[config.mk]
export PLATFORM = sky130hd
export DESIGN_NAME = dual_operand_agu
export DESIGN_NICKNAME = d
export VERILOG_FILES = /design/src/rtl/agu_pkg.sv /design/src/rtl/agu_bounds.sv /design/src/rtl/agu_lane.sv /design/src/rtl/dual_operand_agu.sv
export SDC_FILE = /design/constraint.sdc
export NUM_CORES = 1
export LEC_CHECK = 0
export BUFFER_PORTS_ARGS = -buffer_cell sky130_fd_sc_hd__clkbuf_2
export CAP_MARGIN = 20
export CORE_MARGIN = 1
export CORE_UTILIZATION = 40
export DETAILED_ROUTE_END_ITERATION = 10
export PLACE_DENSITY = 0.66
export SLEW_MARGIN = 10
export SYNTH_ARGS = -nofsm -noshare
export SYNTH_HDL_FRONTEND = slang
export SYNTH_SLANG_ARGS = --single-unit
[constraint.sdc]
create_clock -name clk -period 6.1 [get_ports clk]
set_input_delay 0.61 -clock clk [delete_from_list [all_inputs] [get_ports clk]]
set_output_delay 0.61 -clock clk [all_outputs]
set_load 0.02 [all_outputs]
[src/rtl/agu_pkg.sv]
package agu_pkg;

  typedef enum logic [1:0] {
    AM_IND  = 2'd0,
    AM_POST = 2'd1,
    AM_IDX  = 2'd2,
    AM_BAD  = 2'd3
  } agu_mode_e;

  // signed byte offset for a 3-bit step code: magnitude = code[1:0]*2, code[2] = negative
  function automatic logic signed [3:0] step_offset(input logic [2:0] code);
    logic signed [3:0] mag;
    mag = $signed({1'b0, code[1:0], 1'b0});
    return code[2] ? -mag : mag;
  endfunction

  // inclusive window test on zero-extended values
  function automatic logic in_window(input logic [31:0] a, input logic [31:0] lo,
                                     input logic [31:0] hi);
    return (a >= lo) && (a <= hi);
  endfunction

endpackage

[src/rtl/agu_bounds.sv]
module agu_bounds #(
  parameter int AW = 16
) (
  input  logic                clk,
  input  logic                rst_n,
  input  logic                we,
  input  logic [1:0]          wsel,
  input  logic [AW-1:0]       wdata,
  output logic [1:0][AW-1:0]  lo,
  output logic [1:0][AW-1:0]  hi
);
  localparam logic [AW-1:0] TOP_ADDR = {AW{1'b1}};

  for (genvar s = 0; s < 2; s++) begin : g_side
    always_ff @(posedge clk) begin
      if (!rst_n) begin
        lo[s] <= '0;
        hi[s] <= TOP_ADDR;
      end else if (we && wsel[1] == 1'(s)) begin
        if (wsel[0]) hi[s] <= wdata;
        else         lo[s] <= wdata;
      end
    end
  end
endmodule

[src/rtl/agu_lane.sv]
module agu_lane
  import agu_pkg::*;
#(
  parameter int AW       = 16,
  parameter int BASE_SEL = 8
) (
  input  logic [3:0]    sel,
  input  logic [1:0]    mode,
  input  logic [2:0]    step,
  input  logic [AW-1:0] ptr,
  input  logic [AW-1:0] idx,
  input  logic [AW-1:0] lo,
  input  logic [AW-1:0] hi,
  output logic [AW-1:0] ea,
  output logic [AW-1:0] upd,
  output logic          wb_en,
  output logic          fault
);
  localparam logic [3:0] SEL_A = 4'(BASE_SEL);
  localparam logic [3:0] SEL_B = 4'(BASE_SEL + 1);

  agu_mode_e m;
  logic sel_ok, mode_ok, ea_ok, upd_ok;
  logic signed [3:0] off;

  always_comb begin
    m       = agu_mode_e'(mode);
    off     = step_offset(step);
    sel_ok  = (sel == SEL_A) || (sel == SEL_B);
    mode_ok = (m != AM_BAD) && !((m == AM_IDX) && (sel != SEL_B));
    ea      = (m == AM_IDX) ? ptr + idx : ptr;
    upd     = ptr + {{(AW-4){off[3]}}, off};
    ea_ok   = in_window(32'(ea), 32'(lo), 32'(hi));
    upd_ok  = (m != AM_POST) || in_window(32'(upd), 32'(lo), 32'(hi));
    fault   = !(sel_ok && mode_ok && ea_ok && upd_ok);
    wb_en   = (m == AM_POST) && !fault;
  end
endmodule

[src/rtl/dual_operand_agu.sv]
module dual_operand_agu
  import agu_pkg::*;
#(
  parameter int AW = 16
) (
  input  logic          clk,
  input  logic          rst_n,
  input  logic          req_valid,
  input  logic [3:0]    x_sel,
  input  logic [1:0]    x_mode,
  input  logic [2:0]    x_step,
  input  logic [AW-1:0] x_ptr,
  input  logic [AW-1:0] x_idx,
  input  logic [3:0]    y_sel,
  input  logic [1:0]    y_mode,
  input  logic [2:0]    y_step,
  input  logic [AW-1:0] y_ptr,
  input  logic [AW-1:0] y_idx,
  input  logic          bnd_we,
  input  logic [1:0]    bnd_sel,
  input  logic [AW-1:0] bnd_wdata,
  output logic          out_valid,
  output logic [AW-1:0] x_ea,
  output logic          x_wb_en,
  output logic [AW-1:0] x_wb_val,
  output logic          x_fault,
  output logic [AW-1:0] y_ea,
  output logic          y_wb_en,
  output logic [AW-1:0] y_wb_val,
  output logic          y_fault,
  output logic          err
);
  localparam int NSIDE = 2;

  logic [1:0][AW-1:0] bnd_lo, bnd_hi;
  logic [NSIDE-1:0][3:0]    sel_a;
  logic [NSIDE-1:0][1:0]    mode_a;
  logic [NSIDE-1:0][2:0]    step_a;
  logic [NSIDE-1:0][AW-1:0] ptr_a, idx_a, ea_a, upd_a;
  logic [NSIDE-1:0]         wb_a, flt_a;

  assign sel_a  = {y_sel, x_sel};
  assign mode_a = {y_mode, x_mode};
  assign step_a = {y_step, x_step};
  assign ptr_a  = {y_ptr, x_ptr};
  assign idx_a  = {y_idx, x_idx};

  agu_bounds #(.AW(AW)) u_bounds (
    .clk(clk), .rst_n(rst_n), .we(bnd_we), .wsel(bnd_sel), .wdata(bnd_wdata),
    .lo(bnd_lo), .hi(bnd_hi)
  );

  for (genvar s = 0; s < NSIDE; s++) begin : g_lane
    agu_lane #(.AW(AW), .BASE_SEL(s == 0 ? 8 : 10)) u_lane (
      .sel(sel_a[s]), .mode(mode_a[s]), .step(step_a[s]),
      .ptr(ptr_a[s]), .idx(idx_a[s]), .lo(bnd_lo[s]), .hi(bnd_hi[s]),
      .ea(ea_a[s]), .upd(upd_a[s]), .wb_en(wb_a[s]), .fault(flt_a[s])
    );
  end

  always_ff @(posedge clk) begin
    if (!rst_n) begin
      out_valid <= 1'b0;
      x_ea <= '0; x_wb_val <= '0; x_wb_en <= 1'b0; x_fault <= 1'b0;
      y_ea <= '0; y_wb_val <= '0; y_wb_en <= 1'b0; y_fault <= 1'b0;
      err <= 1'b0;
    end else begin
      out_valid <= req_valid;
      x_ea      <= ea_a[0];
      x_wb_val  <= upd_a[0];
      y_ea      <= ea_a[1];
      y_wb_val  <= upd_a[1];
      x_wb_en   <= req_valid && wb_a[0];
      y_wb_en   <= req_valid && wb_a[1];
      x_fault   <= req_valid && flt_a[0];
      y_fault   <= req_valid && flt_a[1];
      err       <= req_valid && (|flt_a);
    end
  end
endmodule

---- Word-level counts from Yosys, hierarchy flattened ----
Cells that the tools add are included.
cells by class
  add/subtract/negate cells ............... 6
  magnitude comparators ................... 8
  equality and inequality tests ........... 14
  mux-type cells .......................... 4
  bitwise logic cells ..................... 2
  reductions and logical operators ........ 36
operator list
  cell                                                   number
  adder 16 bit                                           4
  greater-or-equal comparator 16 bit                     4
  less-or-equal comparator 16 bit                        4
  2-to-1 mux 16 bit                                      2
  logical AND 1 bit                                      23
  equality test 4 bit, second input constant             4
  2-to-1 mux 4 bit                                       2
  inequality test 4 bit, second input constant           2
  negation 3 -> 4 bit                                    2
  AND reduction 2 bit                                    4
  equality test 2 x 1 -> 1 bit, second input constant    2
  equality test 2 bit, second input constant             2
  logical NOT 1 bit                                      4
  logical OR 1 bit                                       4
  inequality test 2 x 1 -> 1 bit, second input constant  2
  inequality test 2 bit, second input constant           2
  inverter 1 bit                                         2
  OR reduction 2 bit                                     1
storage, ports and cells
  register bits after elaboration ......... 134
  input bits .............................. 104
  output and inout port bits .............. 70
  word-level logic and storage cells ...... 84

---- Depth between registers and ports, before layout ----
Gate-level depths: netlist (run 1).
  word-level depth ........................ 10
  mapped depth ............................ 19
  depth with buffers taken out ............ 19

---- Modules after synthesis ----
From an unflattened synthesis (run 1), not the netlist that was laid out.
unflattened totals
  cell total of the unflattened synthesis .. 1244
  area total of the unflattened synthesis .. 10730.3 um^2
modules (own cells, without submodules)
  module                       instances  cells each  area each (um^2)
  agu_lane (g_lane[0].u_lane)  1          449         3264.4
  agu_lane (g_lane[1].u_lane)  1          403         3006.6
  agu_bounds                   1          245         2568.7
  dual_operand_agu             1          147         1890.6

---- Worst setup path before layout (run 1) ----
OpenSTA, ideal clock, no wires.
  kind .................................... in2reg
  from .................................... input port y_step[0]
  to ...................................... register err
  setup time .............................. 77 ps
  arrival ................................. 4684 ps
  data required time ...................... 6023 ps
  path slack .............................. 1340 ps
  stages .................................. 18
  path buffers ............................ 0
  cell sequence ........................... inv_1 > ha_1 > nor2b_1 > ha_1 > a211oi_1 > o21bai_1 > a31o_2 > a211oi_1 > or3_1 > xnor2_1 > ha_1 > a21o_1 > a211o_1 > a2111oi_2 > o31a_1 > a211oi_1 > or3b_4 > a41oi_2
between the ends
  cells in the longest elaborated chain, start to end .. 10
ends and longest elaborated chain
  element                                                                                line                    source
  start: declaration                                                                     dual_operand_agu.sv:16  input logic [2:0] y_step,
  negation 3 -> 4 bit                                                                    agu_pkg.sv:14           return code[2] ? -mag : mag;
  2-to-1 mux 4 bit (*)                                                                   agu_pkg.sv:14
  adder 16 bit (*)                                                                       agu_lane.sv:32          upd = ptr + {{(AW-4){off[3]}}, off};
  via g_lane[1].u_lane.upd[13]                                                           agu_lane.sv:15          output logic [AW-1:0] upd,
  greater-or-equal comparator 16 bit or less-or-equal comparator 16 bit (tied branches)  agu_pkg.sv:20           return (a >= lo) && (a <= hi);
  logical AND 1 bit (*)                                                                  agu_pkg.sv:20
  logical OR 1 bit (*)                                                                   agu_lane.sv:34          upd_ok = (m != AM_POST) || in_window(32'(upd), 32'(lo), 32'(hi));
  logical AND 1 bit (*)                                                                  agu_lane.sv:35          fault = !(sel_ok && mode_ok && ea_ok && upd_ok);
  logical NOT 1 bit (*)                                                                  agu_lane.sv:35
  OR reduction 2 bit (*)                                                                 dual_operand_agu.sv:77  err <= req_valid && (|flt_a);
  logical AND 1 bit (*)                                                                  dual_operand_agu.sv:77
  end signal: assignment                                                                 dual_operand_agu.sv:77
  end: declaration                                                                       dual_operand_agu.sv:31  output logic err
Mark *: on every way through the listed nets, which the timed path passes. The rest lies on a longest branch.
A chain may end at the register's enable or synchronous reset.

---- Worst setup path in the final report (run 1) ----
Ends and elaborated chain as after synthesis.

==> results of run 1 <==
==> kinds of logic after synthesis <==
logic type,share of synthesized area [%]
DFF,26.7
xor gates and xnor gates,3.75
muxes,0.424
buffers and inverters,4.52
and+or+nand+nor,19.7
adders and majority gates,24.2
AOI/OAI and AO/OA,20.6
==> power breakdown <==
part / switching (mW) / internal, mW
registers: 0.0254 / 0.942
logic: 0.564 / 0.386
clock network: 0.387 / 0.647
==> routing by layer <==
metal  track usage [%]  routed length, um
met1              27.0              12700
met2              36.6              12500
met3              3.64               1030
met4              6.93                653
met5                 0                  0
==> Yosys cell counts, types with 16 or more instances <==
cell type / number / area [um2]
nor2_1: 42 / 158
nand3_1: 25 / 125
clkbuf_1: 35 / 131
a211oi_1: 21 / 158
and3_1: 16 / 100
o211ai_1: 40 / 300
inv_1: 83 / 312
ha_1: 188 / 2350
xnor2_1: 30 / 263
o21ai_0: 46 / 230
dfxtp_1: 134 / 2680
nor3_1: 27 / 135
a21oi_1: 102 / 510
nand2_1: 169 / 634
a21o_1: 43 / 323
and2_1: 57 / 357
==> worst max-delay path by stage <==
stage	startpoint	end	slack (ns)	depth (start not counted)
after floorplan	y_step[0]	err	1.34	18
after global placement	y_step[0]	err	1.14	20
after detailed placement	y_step[0]	err	1.01	20
after CTS	y_step[0]	err	1.43	20
after global routing	y_step[0]	err	1.07	20
final	y_step[0]	err	1.42	20
==> registers in the layout, indices dropped and copies added, names as in the netlist <==
register,cells
y_wb_en,1
x_fault,1
x_wb_en,1
x_wb_val,16
y_fault,1
u_bounds.lo,32
y_ea,16
out_valid,1
err,1
y_wb_val,16
x_ea,16
u_bounds.hi,32
==> cells in the final DEF, fill, tap and decap left out, types with 4 or more instances in the layout <==
master	Yosys	final
nor3_1	27	27
o31ai_1	5	5
o21ai_1	4	4
nand2b_1	7	7
clkbuf_16	0	17
ha_1	188	188
a31o_2	4	4
clkbuf_2	0	173
o2111ai_1	4	4
xor2_1	13	13
clkinv_2	0	5
a211oi_1	21	21
o211ai_1	40	40
and2_1	57	57
a21oi_1	102	102
o21bai_1	4	4
inv_1	83	83
nand3_1	25	25
nand2_1	169	169
and4_1	4	4
xnor2_1	30	30
o21ai_0	46	46
o21a_1	8	8
a31oi_1	12	12
nand4_1	10	10
fa_1	4	4
a21o_1	43	43
buf_4	0	7
dfxtp_1	134	134
nor2b_1	15	15
nor4_1	5	5
and3_1	16	16
nor2_1	42	42
or3_1	10	10
==> worst register-to-register path, delay by kind of cell, from the launching register on <==
family | cells | cell delay, ns
buffers and inverters | 1 | 0.07
adder cells (fa/ha/maj) | 1 | 0.32
AO/OA/AOI/OAI | 6 | 1.51
flip-flops | 1 | 0.30
AND/OR/NAND/NOR | 1 | 0.21
==> through the flow <==
step                      total power [mW]  hold slack [ns]  setup slack [ns]
after global placement                1.91            0.442              1.14
final                                 2.95            0.453              1.42
after CTS                             2.97            0.446              1.43
after global routing                  3.14            0.456              1.07
after floorplan                       1.64            0.436              1.34
after detailed placement              1.93            0.447              1.01
==> area by class of cell <==
type	count	area [um2]	share of cell area, %
clock buffers	21	450	3.81
well taps	324	405	3.43
inverters	84	315	2.67
multi-input cells	964	6910	58.4
flip-flops and latches	134	2680	22.7
repair buffers	181	933	7.89
clock inverters	10	130	1.10
==> summary.txt, run 1 <==
Setup path
  – R2R depth: 9
  – Reg2reg end: err
  – CP Data Required Time: 6.45 ns
  – Worst Path Arrival: 5.03 ns
  – Bufs and invs on worst path: 2
  – Worst setup EP type: flop
  – Crit Path Max Fanout: 3
  – CP Cell Sequence: clkbuf_2 -> inv_1 -> ha_1 -> nand2_1 -> o21ai_0 -> fa_1 -> a211oi_1 -> o21bai_1 -> a31o_2 -> a211oi_1 -> or3_1 -> xnor2_1 -> ha_1 -> a21o_1 -> a211o_1 -> a2111oi_2 -> o31a_1 -> a211oi_1 -> or3b_4 -> a41oi_2
  – Largest stage delay on the critical path: 0.50 ns
  – Worst Setup Start Kind: input port
  – Worst reg2reg setup slack: 3.54 ns
  – Critical Path Slowest Stage Cell: fa_1
  – Reg-to-reg startpoint: u_bounds.hi[21]
  – WS Path Type: input port to flop
  – Most used cell, CP: a211oi_1
  – Cell family with most CP delay: compound AO/OA/AOI/OAI gates

Worst hold path
  – Hold Startpoint: bnd_wdata[14]
  – Hold Path Depth: 3
  – Worst Hold Class: input port to flop
  – Hold EP: u_bounds.lo[30]

Power
  – Leakage power: 5.74 nW
  – Worst vdd ir: 0.147 mV
  – Pwr per Cell Area: 249 nW/um2

Clock tree
  – Cts repair resizes: 0
  – Setup bufs post-CTS: 0
  – TritonCTS clock tree: yes
  – Root Buffer: clkbuf_16
  – Max H-tree Level: 4
  – TritonCTS Buffers: 17
  – CTS Sinks: 134
  – Clock transition at path regs: 0.06 ns
  – Clock Path Buffers: 2
  – Worst-Skew Late Latency: 0.43 ns
  – Post-CTS Hold Fix Bufs: 0

Timing
  – Final Hold Violating Endpoints: 0
  – Period utilization: 76.7%
  – Least-Margin Pin Slew: 1.06 ns
  – Layout Skew: 0.0118 ns
  – Slew Viols, Final: 0
  – Max Fclk: 214 MHz
  – # setup viols final: 0
  – Max-Slew Margin vs Limit: 28.7%
  – Unrepaired setup endpoints after global routing: no
  – Final min period: 4.68 ns
  – Setup TNS: 0 ns

Routing
  – Drt pass-1 iters: 5
  – Initial DRC Count: 511
  – DR vias: 9052
  – Post-DR wirelength/cell: 15.7 um
  – Post-route ant nets: 0
  – Final WL: 26900 um
  – Final routed DRC violation total: 0
  – Vias per cell: 5.27

Cells and area
  – Final std cells w/o fill: 1718
  – Final Core Density: 48.4%
  – Final #Nets: 1678
  – Diode count: 0
  – Area growth syn-to-layout: 17.8%
  – Fillers: 2349
  – Final instance area: 11800 um2
  – Ratio of cells with drive above 1 in the final layout: 16.1%

Synthesis
  – Leading register cell type out of synthesis: dfxtp_1
  – Avg Cell Area, Syn: 8.24 um2
  – Synth Instances: 1219
  – Synth Register Bits: 134
  – Number of flops mapped to enable cells by yosys: 0
  – Netlist Area Pre-Place: 10000 um2
  – Net Count, Synth: 1515
  – Yosys synthesis warning count: 0
  – Sequential area share after synthesis: 26.7%
  – Netlist cell types: 61
  – FFs w/ async S/R, synth: 0%

Global route
  – Global-route wire length before repair: 44000 um
  – Maximum number of pins on one net before global-route repair: 89
  – Total GRT Usage: 21.3%
  – Total grt overflow: 0
  – Vias in the first global route: 8782
  – Initial antenna violation count: 0

Floorplanning
  – Die Y: 160 um
  – IO Count: 174
  – Die width: 160 um
  – Initial Util: 41.1%
  – Die area: 25700 um2
  – Core area: 24500 um2
  – Num rows: 57

Placement
  – Inst Count DP: 1685
  – Placed Area: 11200 um2
  – Placer congestion estimate: 0.857
  – PortBufs: 173
  – HPWL after DPL: 21300 um

Run status
  – Status: completed

Flow run
  – Max Cap Viol: 0
(Power assumes the default switching activity.)
==> run 2, diff against run 1 <==
==> constraint.sdc (replaced) <==
create_clock -name clk -period 4.9 [get_ports clk]
set_input_delay 0.49 -clock clk [delete_from_list [all_inputs] [get_ports clk]]
set_output_delay 0.49 -clock clk [all_outputs]
set_load 0.02 [all_outputs]
==> run 2 against run 1 <==
Against the previous run:
- non-clock buffer count rose by 12
- setup slack lost 0.94 ns
- power rose by 26%
- hold slack lost 0.12 ns
- global-route usage shrank 0.18 points
- critical path depth stayed put
- cell count grew 0.81%
- die area did not move
- critical endpoint unchanged
- largest cell class unchanged
==> summary.txt, run 2 (synthesis results as in run 1) <==
Floorplanning
  – Initial Util: 41.1% (unchanged)
  – Core area: 24500 um2 (unchanged)
  – IO Count: 174 (unchanged)
  – Die width: 160 um (unchanged)
  – Num rows: 57 (unchanged)
  – Die Y: 160 um (unchanged)
  – Die area: 25700 um2 (unchanged)

Timing
  – Period utilization: 90.2%
  – Final hold slack: 0.331 ns (-0.122 ns)
  – Setup slack after layout: 0.480 ns (-0.939 ns)
  – Least-Margin Pin Slew: 0.972 ns (-0.0929 ns)
  – Unrepaired setup endpoints after global routing: no
  – Layout Skew: 0.00803 ns (-0.00378 ns)
  – Setup TNS: 0 ns (unchanged)
  – Final min period: 4.42 ns
  – Max-Slew Margin vs Limit: 35.2% (+6.5 points)
  – Final Hold Violating Endpoints: 0 (unchanged)
  – # setup viols final: 0 (unchanged)
  – Slew Viols, Final: 0 (unchanged)
  – Max Fclk: 226 MHz

Placement
  – Place WS: 0.0310 ns (-0.982 ns)
  – HPWL after DPL: 21100 um (-0.91%)
  – PortBufs: 173 (unchanged)
  – Placed Area: 11300 um2 (+0.67%)
  – Placer congestion estimate: 0.844 (-1.5%)

Setup path
  – Worst setup EP type: flop
  – R2R depth: 9 (unchanged)
  – Largest stage delay on the critical path: 0.49 ns (about the same)
  – Crit Path Max Fanout: 3 (unchanged)
  – Worst reg2reg setup slack: 2.33 ns (-1.21 ns)
  – Crit path launch: y_step[0]
  – Critical Path Slowest Stage Cell: fa_1
  – Bufs and invs on worst path: 2 (unchanged)
  – Worst Path Arrival: 4.77 ns (-0.26 ns)
  – Worst Setup Start Kind: input port
  – Most used cell, CP: a211oi_1
  – Worst path depth: 20 (unchanged)
  – CP Data Required Time: 5.25 ns (-1.20 ns)
  – WS Path Type: input port to flop
  – Reg-to-reg startpoint: u_bounds.hi[21]
  – Critical Path Sink: err
  – Reg2reg end: err
  – Cell family with most CP delay: compound AO/OA/AOI/OAI gates
  – CP Cell Sequence: clkbuf_2 -> inv_1 -> ha_1 -> nand2_1 -> o21ai_0 -> fa_1 -> a211oi_1 -> o21bai_1 -> a31o_2 -> a211oi_1 -> or3_1 -> xnor2_1 -> ha_1 -> a21o_1 -> a211o_1 -> a2111oi_2 -> o31a_1 -> a211oi_1 -> or3b_4 -> a41oi_2

Global route
  – Total GRT Usage: 21.2% (-0.18 points)
  – Initial antenna violation count: 1 (+1)
  – Vias in the first global route: 8827 (+0.51%)
  – Global-route wire length before repair: 43500 um (-1.1%)
  – Total grt overflow: 0 (unchanged)
  – Maximum number of pins on one net before global-route repair: 88 (-1.1%)

Clock tree
  – Clock Path Buffers: 2 (unchanged)
  – Cts repair resizes: 0 (unchanged)
  – Setup bufs post-CTS: 0 (unchanged)
  – Post-CTS Hold Fix Bufs: 0 (unchanged)
  – TritonCTS clock tree: yes
  – Max H-tree Level: 4 (unchanged)
  – Root Buffer: clkbuf_16
  – TritonCTS Buffers: 17 (unchanged)
  – Clock transition at path regs: 0.06 ns (about the same)
  – CTS Sinks: 134 (unchanged)
  – Worst-Skew Late Latency: 0.42 ns (about the same)

Power
  – Leakage power: 5.80 nW (+0.94%)
  – Worst vdd ir: 0.184 mV (+25%)
  – Pwr per Cell Area: 310 nW/um2 (+24%)

Cells and area
  – Final #Nets: 1690 (+0.72%)
  – Ratio of cells with drive above 1 in the final layout: 17.1% (+0.99 points)
  – Area growth syn-to-layout: 18.9%
  – Commonest non-fill, non-tap cell in the layout: ha_1
  – Fillers: 2406 (+2.4%)
  – Final instance area: 11900 um2 (+0.97%)
  – Largest registers: u_bounds.hi x32, u_bounds.lo x32
  – Commonest cells after routing, fill and taps aside: ha_1 (188), clkbuf_2 (173), nand2_1 (169), dfxtp_1 (134), a21oi_1 (102)

Routing
  – Initial DRC Count: 523 (+2.3%)
  – Post-route ant nets: 0 (unchanged)
  – Post-DR wirelength/cell: 15.4 um (-1.8%)
  – Final routed DRC violation total: 0 (unchanged)
  – Vias per cell: 5.23 (-0.83%)
  – Final WL: 26600 um (-1.0%)
  – DR vias: 9050 (-0.022%)
  – Drt pass-1 iters: 6 (+1)

Worst hold path
  – Worst Hold Class: input port to flop

Flow run
  – Max Cap Viol: 0 (unchanged)

Run status
  – Status: completed
## run 2: cell count changes in the layout (fill, tap and decap cells not counted)
cell        change
inv_8           +1
clkinv_4        +2
clkinvlp_4      +3
buf_4          +11
clkbuf_1        -3
diode_2         +1
inv_6           +5
clkbuf_8        -1
bufinv_16       -1
clkinv_2        -5
buf_8           +1
## run 2: final cells by class
cell class / instances / area, um2 / share of cell area (%)
Tap cell: 324 / 405 / 3.39
Sequential cell: 134 / 2680 / 22.5
Clock buffer: 17 / 425 / 3.56
Timing Repair Buffer: 193 / 1030 / 8.63
Multi-Input combinational cell: 964 / 6910 / 57.9
Antenna cell: 1 / 2.50 / 0.0209
Clock inverter: 15 / 170 / 1.42
Inverter: 84 / 315 / 2.64
## run 2: metal layers
metal	vias to the layer above	GRT usage, %	part of all wire (%)
li1	4749	-	-
met1	4073	26.7	47
met2	196	36.4	46
met3	32	3.33	3.8
met4	0	7.19	2.5
met5	-	0	0
## run 2: how the worst min path moves through the flow
stage	cells after the start	to	from
after floorplan	2	u_bounds.lo[10]	u_bounds.lo[10]
after global placement	2	u_bounds.lo[12]	u_bounds.lo[12]
after detailed placement	2	u_bounds.lo[22]	u_bounds.lo[22]
after CTS	3	u_bounds.lo[9]	bnd_wdata[9]
after global routing	3	u_bounds.lo[25]	bnd_wdata[9]
final	3	u_bounds.lo[23]	bnd_wdata[7]
## run 2: report_power, final
| group | leakage [nW] | switching (mW) | internal (mW) |
|---|---|---|---|
| clock | 0.275 | 0.547 | 0.762 |
| sequential | 1.11 | 0.0289 | 1.17 |
| combinational | 4.42 | 0.706 | 0.491 |
## run 2: worst min-delay path, stage by stage
cell      delay (ns)
clkbuf_2        0.11
nand2_1         0.06
a21oi_1         0.05
## run 2: stage by stage
stage / cells / utilization (%) / power (mW)
after floorplan: 1219 / - / 2.05
after global placement: 1695 / 46.2 / 2.39
after detailed placement: 1695 / 46.2 / 2.41
after CTS: 1727 / 48.6 / 3.73
after global routing: 1732 / 48.8 / 3.94
final: 1732 / 48.8 / 3.71
